==> config.mk <==
export PLATFORM = sky130hd
export DESIGN_NAME = lvd_action_ctrl
export DESIGN_NICKNAME = d
export VERILOG_FILES = /design/src/rtl/lvd_pkg.sv /design/src/rtl/lvd_sync_filt.sv /design/src/rtl/lvd_cfg_regs.sv /design/src/rtl/lvd_fsm.sv /design/src/rtl/lvd_action_ctrl.sv
export SDC_FILE = /design/constraint.sdc
export NUM_CORES = 1
export LEC_CHECK = 0
export ABC_AREA = 1
export BUFFER_PORTS_ARGS = -buffer_cell sky130_fd_sc_hd__buf_2
export CAP_MARGIN = 20
export CORE_ASPECT_RATIO = 1.2
export CORE_MARGIN = 3
export CORE_UTILIZATION = 35
export DETAILED_ROUTE_END_ITERATION = 12
export PLACE_DENSITY = 0.53
export SETUP_SLACK_MARGIN = 0.1
export SYNTH_ARGS = -nofsm -noshare
export SYNTH_HDL_FRONTEND = slang
export SYNTH_HIERARCHICAL = 1
export SYNTH_SLANG_ARGS = --single-unit
==> constraint.sdc <==
create_clock -name clk -period 3.9 [get_ports clk]
set_input_delay 0.78 -clock clk [delete_from_list [all_inputs] [get_ports clk]]
set_output_delay 0.78 -clock clk [all_outputs]
set_load 0.03 [all_outputs]
==> src/rtl/lvd_pkg.sv <==
package lvd_pkg;
    typedef enum logic [2:0] {
        ST_OFF,
        ST_ABOVE,
        ST_BELOW_RST,
        ST_FIRE,
        ST_BELOW_IRQ
    } lvd_state_t;

    localparam int CODE_W   = 2;
    localparam int REG_W    = 8;
    localparam int BIT_PDN  = 7;
    localparam int BIT_MODE = 2;
    localparam int BIT_CLR  = 7;
endpackage

==> src/rtl/lvd_sync_filt.sv <==
module lvd_sync_filt #(
    parameter int SYNC_STAGES = 2,
    parameter int FILT_LEN    = 4,
    parameter bit RST_VAL     = 1'b0
) (
    input  logic clk,
    input  logic rst_n,
    input  logic din,
    output logic dout
);
    localparam int CW = (FILT_LEN > 1) ? $clog2(FILT_LEN) : 1;

    logic [SYNC_STAGES-1:0] sync_q;
    logic [CW-1:0]          agree_cnt;
    logic                   synced;

    assign synced = sync_q[SYNC_STAGES-1];

    // synchronizer chain
    always_ff @(posedge clk or negedge rst_n) begin
        if (!rst_n) begin
            sync_q <= {SYNC_STAGES{RST_VAL}};
        end else begin
            sync_q <= {sync_q[SYNC_STAGES-2:0], din};
        end
    end

    // output moves only after FILT_LEN consecutive disagreeing samples
    always_ff @(posedge clk or negedge rst_n) begin
        if (!rst_n) begin
            dout      <= RST_VAL;
            agree_cnt <= '0;
        end else if (synced == dout) begin
            agree_cnt <= '0;
        end else if (agree_cnt == CW'(FILT_LEN - 1)) begin
            dout      <= synced;
            agree_cnt <= '0;
        end else begin
            agree_cnt <= agree_cnt + 1'b1;
        end
    end
endmodule

==> src/rtl/lvd_cfg_regs.sv <==
module lvd_cfg_regs
    import lvd_pkg::*;
(
    input  logic              clk,
    input  logic              rst_n,
    input  logic              opt_we,
    input  logic [REG_W-1:0]  opt_wdata,
    input  logic              ctl_we,
    input  logic [REG_W-1:0]  ctl_wdata,
    input  logic              irq_set,
    output logic              pdn_en,
    output logic              mode_irq,
    output logic [CODE_W-1:0] rst_code,
    output logic [CODE_W-1:0] irq_code,
    output logic              irq_flag
);
    always_ff @(posedge clk or negedge rst_n) begin
        if (!rst_n) begin
            pdn_en   <= 1'b0;
            mode_irq <= 1'b0;
            rst_code <= '0;
        end else if (opt_we) begin
            pdn_en   <= opt_wdata[BIT_PDN];
            mode_irq <= opt_wdata[BIT_MODE];
            rst_code <= opt_wdata[CODE_W-1:0];
        end
    end

    always_ff @(posedge clk or negedge rst_n) begin
        if (!rst_n) begin
            irq_code <= '0;
        end else if (ctl_we) begin
            irq_code <= ctl_wdata[CODE_W-1:0];
        end
    end

    // sticky flag: a new event wins over a clear in the same cycle
    always_ff @(posedge clk or negedge rst_n) begin
        if (!rst_n) begin
            irq_flag <= 1'b0;
        end else if (irq_set) begin
            irq_flag <= 1'b1;
        end else if (ctl_we && ctl_wdata[BIT_CLR]) begin
            irq_flag <= 1'b0;
        end
    end
endmodule

==> src/rtl/lvd_fsm.sv <==
module lvd_fsm
    import lvd_pkg::*;
(
    input  logic clk,
    input  logic rst_n,
    input  logic lvl_on,
    input  logic above,
    input  logic mode_irq,
    output logic lvd_rst_req,
    output logic irq_pulse
);
    lvd_state_t state_q, state_d;
    lvd_state_t low_state;

    assign low_state = mode_irq ? ST_BELOW_IRQ : ST_BELOW_RST;

    always_ff @(posedge clk or negedge rst_n) begin
        if (!rst_n) begin
            state_q <= ST_OFF;
        end else begin
            state_q <= state_d;
        end
    end

    always_comb begin
        state_d = state_q;
        unique case (state_q)
            ST_OFF: begin
                if (lvl_on) begin
                    state_d = above ? ST_ABOVE : low_state;
                end
            end
            ST_ABOVE: begin
                if (!lvl_on) begin
                    state_d = ST_OFF;
                end else if (!above) begin
                    state_d = mode_irq ? ST_FIRE : ST_BELOW_RST;
                end
            end
            ST_BELOW_RST, ST_FIRE, ST_BELOW_IRQ: begin
                if (!lvl_on) begin
                    state_d = ST_OFF;
                end else if (above) begin
                    state_d = ST_ABOVE;
                end else begin
                    state_d = low_state;
                end
            end
            default: state_d = ST_OFF;
        endcase
    end

    always_comb begin
        lvd_rst_req = 1'b0;
        irq_pulse   = 1'b0;
        unique case (state_q)
            ST_BELOW_RST: lvd_rst_req = 1'b1;
            ST_FIRE:      irq_pulse   = 1'b1;
            default: ;
        endcase
    end
endmodule

==> src/rtl/lvd_action_ctrl.sv <==
module lvd_action_ctrl
    import lvd_pkg::*;
#(
    parameter int SYNC_STAGES = 2,
    parameter int FILT_LEN    = 4
) (
    input  logic             clk,
    input  logic             rst_n,
    input  logic             cmp_lo,
    input  logic             cmp_mid,
    input  logic             cmp_hi,
    input  logic             cmp_pdn,
    input  logic             opt_we,
    input  logic [REG_W-1:0] opt_wdata,
    input  logic             ctl_we,
    input  logic [REG_W-1:0] ctl_wdata,
    output logic             lvd_rst_req,
    output logic             irq_pulse,
    output logic             irq_flag,
    output logic             pdn_rst_req,
    output logic             supply_ok
);
    localparam int NUM_LVL = 3;

    logic [NUM_LVL-1:0] cmp_raw;
    logic [NUM_LVL-1:0] cmp_filt;
    logic               pdn_filt;
    logic               pdn_en;
    logic               mode_irq;
    logic [CODE_W-1:0]  rst_code;
    logic [CODE_W-1:0]  irq_code;
    logic [CODE_W-1:0]  sel_code;
    logic               lvl_on;
    logic               above;

    assign cmp_raw = {cmp_hi, cmp_mid, cmp_lo};

    for (genvar i = 0; i < NUM_LVL; i++) begin : g_lvl
        lvd_sync_filt #(
            .SYNC_STAGES(SYNC_STAGES),
            .FILT_LEN   (FILT_LEN),
            .RST_VAL    (1'b1)
        ) u_filt (
            .clk  (clk),
            .rst_n(rst_n),
            .din  (cmp_raw[i]),
            .dout (cmp_filt[i])
        );
    end

    lvd_sync_filt #(
        .SYNC_STAGES(SYNC_STAGES),
        .FILT_LEN   (FILT_LEN),
        .RST_VAL    (1'b0)
    ) u_pdn_filt (
        .clk  (clk),
        .rst_n(rst_n),
        .din  (cmp_pdn),
        .dout (pdn_filt)
    );

    lvd_cfg_regs u_cfg (
        .clk      (clk),
        .rst_n    (rst_n),
        .opt_we   (opt_we),
        .opt_wdata(opt_wdata),
        .ctl_we   (ctl_we),
        .ctl_wdata(ctl_wdata),
        .irq_set  (irq_pulse),
        .pdn_en   (pdn_en),
        .mode_irq (mode_irq),
        .rst_code (rst_code),
        .irq_code (irq_code),
        .irq_flag (irq_flag)
    );

    // threshold source depends on the action mode
    assign sel_code = mode_irq ? irq_code : rst_code;
    assign lvl_on   = (sel_code != '0);

    always_comb begin
        unique case (sel_code)
            2'b01:   above = cmp_filt[0];
            2'b10:   above = cmp_filt[1];
            2'b11:   above = cmp_filt[2];
            default: above = 1'b1;
        endcase
    end

    assign supply_ok   = above;
    assign pdn_rst_req = pdn_en & pdn_filt;

    lvd_fsm u_fsm (
        .clk        (clk),
        .rst_n      (rst_n),
        .lvl_on     (lvl_on),
        .above      (above),
        .mode_irq   (mode_irq),
        .lvd_rst_req(lvd_rst_req),
        .irq_pulse  (irq_pulse)
    );
endmodule

==> metrics.md <==
| Metric | Value |
|---|---|
| Outcome | `completed` |
| DR pass1 iterations | `3` |
| Largest net degree at the start of global routing | `31` |
| Starting Density | `0.369` |
| Most frequent cells in the layout | `nand2_1, inv_1, dfrtp_1` |
| # hold bufs at CTS | `0` |
| Max-cap violations | `0` |
| Sequential share of power | `0.444` |
| Worst skew pair latency | `270 ps` |
| Drt drc | `0` |
| Die height | `74.1 um` |
| Area growth syn-to-layout | `18.6%` |
| FILL cells | `374` |
| CTS buffer count | `5` |
| Drt wl/cell | `9.24 um` |
| Worst-path fanout max | `9` |
| Relative slew slack | `0.566` |
| PwrDens | `642 mW/mm2` |
| Mapped cell area | `0.00135 mm2` |
| Root buffer cell | `clkbuf_8` |
| Critical path class | `reg -> out` |
| Design area | `0.00160 mm2` |
| Crit path cell chain | `inv_2, nand2_1, nand3_1, nand3_1, nand2_1, buf_2` |
| Hold Slack | `355 ps` |
| Critical path required time | `3120 ps` |
| Unrepaired setup endpoints after global routing | `false` |
| Setup TNS | `0 ps` |
| Vias in the first global route | `955` |
| DP Area | `0.00151 mm2` |
| # port buffers | `19` |
| Place WS | `1960 ps` |
| Switch Pwr | `0.363 mW` |
| Setup crit end kind | `output pin` |
| Final Util | `0.438` |
| Combinational share of power | `0.315` |
| Top Layer Used | `met4` |
| Antenna Diode Count | `0` |
| Yosys reg bits | `30` |
| CTS H-tree lvls | `2` |
| Postcts setup bufs | `0` |
| Max incr delay on CP | `480 ps` |
| Met2 WL | `1.05 mm` |
| Final wirelength | `2.20 mm` |
| GP Congestion | `0.784` |
| Sink Count | `30` |
| CTS max path bufs | `2` |
| Power share of the clock group | `0.241` |
| Register area share after synthesis | `0.564` |
| Final setup violation count | `0` |
| Via-to-Cell Ratio | `4.21` |
| Slew Limit Fails | `0` |
| Worst Skew | `4.99 ps` |
| Tmin final | `2230 ps` |
| CP delay by family, top | `flip-flops` |
| CTS resizes | `0` |
| Slowest CP cell | `dfrtp_1` |
| Post-Synthesis Cells | `159` |
| Synthesis warning total | `6` |
| Final setup margin | `1670 ps` |
| Most common cell after layout, fill and taps aside | `nand2_1` |
| Final Cycle Share | `0.572` |
| First-pass GRT wire length | `3.86 mm` |
| Die W | `62.7 um` |
| Initial antenna violation count | `0` |
| Leakage power | `0.866 nW` |
| Syn_nets | `187` |
| TritonCTS clock tree | `yes` |
| Critical Path Start Type | `register` |
| Hold violation total from the final report | `0` |
| Total gr overflow | `0` |
| WL met3 | `129 um` |
| Non-Filler Instances | `238` |
| Ports | `29` |
| Placed Cells | `230` |
| Fmax | `448 MHz` |
| Final ANT Viol Nets | `0` |
| Initial detailed-routing violation count | `26` |
| Maximum VDD drop | `0.220 mV` |
| Worst Path Arrival | `1450 ps` |
| Worst Tran Pin Value | `652 ps` |
| Worst Hold Class | `reg -> reg` |
| Vias | `1001` |
| Pint | `0.666 mW` |
| Rows | `24` |
| Syn avg cell area | `8.50 um2` |
| GRT Util Overall | `0.109` |
| CP Buf/Inv Count | `2` |
| Layout cells sized above 1 | `0.258` |
| Cell variety after synth | `16` |
| Switching share of power | `0.353` |
| Die area | `0.00465 mm2` |
| Nets | `213` |
| Core area | `0.00366 mm2` |
| CTS clk-pin slew, worst paths | `60 ps` |
| Detailed Place HPWL | `1.68 mm` |
| Total power | `1.03 mW` |
| DRT met1 WL | `990 um` |
-- worst register-to-register path, cell delays in order, from the launching register on --
cell     delay (ps)
dfrtp_1         480
inv_2           110
nand2_1          70
nand3_1          80
nand3_1          70
nand2_1         140
nand2_1          70
inv_1            90
nand3_2         100
nand2_2         100
inv_2            30
nand2_1          50
nand2_1          40
-- area by class of cell --
cell class / count / area, um2 / share of cell area
multi-input combinational: 95 / 462 / 0.288
tap: 52 / 65.1 / 0.0406
sequential: 30 / 762 / 0.475
inverter: 34 / 128 / 0.0796
timing repair buffer: 19 / 95.1 / 0.0593
clock inverter: 1 / 5.00 / 0.00312
clock buffer: 7 / 86.3 / 0.0539
-- state kept, by name, indices dropped and copies added, names as in the netlist --
register                cells
u_cfg/irq_code              2
u_cfg/pdn_en                1
u_pdn_filt/dout             1
u_pdn_filt/agree_cnt        2
u_cfg/mode_irq              1
u_pdn_filt/sync_q           2
g_lvl.u_filt/agree_cnt      6
u_fsm/state_q               3
u_cfg/rst_code              2
u_cfg/irq_flag              1
g_lvl.u_filt/dout           3
g_lvl.u_filt/sync_q         6
-- path summary, 6_finish.rpt --
check | start | end | slack (ps) | cells after the start
max | u_cfg/mode_irq | supply_ok | 1670 | 6
min | g_lvl[0].u_filt/sync_q[0] | g_lvl[0].u_filt/sync_q[1] | 350 | 0
max reg2reg | u_cfg/mode_irq | u_fsm/state_q[0] | 2350 | 12
min reg2reg | g_lvl[0].u_filt/sync_q[0] | g_lvl[0].u_filt/sync_q[1] | 350 | 0
max in group asynchronous | rst_n | g_lvl[0].u_filt/agree_cnt[0] | 2940 | 1
min in group asynchronous | rst_n | g_lvl[1].u_filt/agree_cnt[0] | 530 | 1
-- layer usage --
layer	vias up	GRT usage
li1	528	-
met1	448	0.123
met2	21	0.174
met3	4	0.0423
met4	0	0.0735
met5	-	0
-- cell usage after synthesis --
cell,instances,share of area
nand2_1,42,0.12
inv_1,28,0.078
dfrtp_1,21,0.39
nor2_1,13,0.036
o21ai_0,11,0.041
dfstp_2,9,0.18
nand3_1,9,0.033
inv_2,6,0.017
ha_1,4,0.037
nand2_2,4,0.019
or2_0,4,0.019
a21oi_1,2,0.0074
nand3b_1,2,0.011
nor2_2,2,0.0093
nand3_2,1,0.0074
o211ai_1,1,0.0056
-- power groups by stage --
stage	logic [mW]	registers [mW]	clock network, mW
global placement	0.314	0.458	0
floorplan	0.246	0.460	0
finish	0.324	0.457	0.248
detailed placement	0.327	0.464	0
CTS	0.329	0.458	0.256
global route	0.380	0.468	0.271
-- cells by family (layout without fill, tap and decap cells) --
kind of cell / count (synthesis) / in the layout / share of synthesized area
simple gates: 77 / 77 / 0.251
buf+inv: 34 / 61 / 0.0944
flops: 30 / 30 / 0.564
compound gates: 14 / 14 / 0.0537
fa+ha+maj: 4 / 4 / 0.0370
Power figures use the tool's default switching activity.
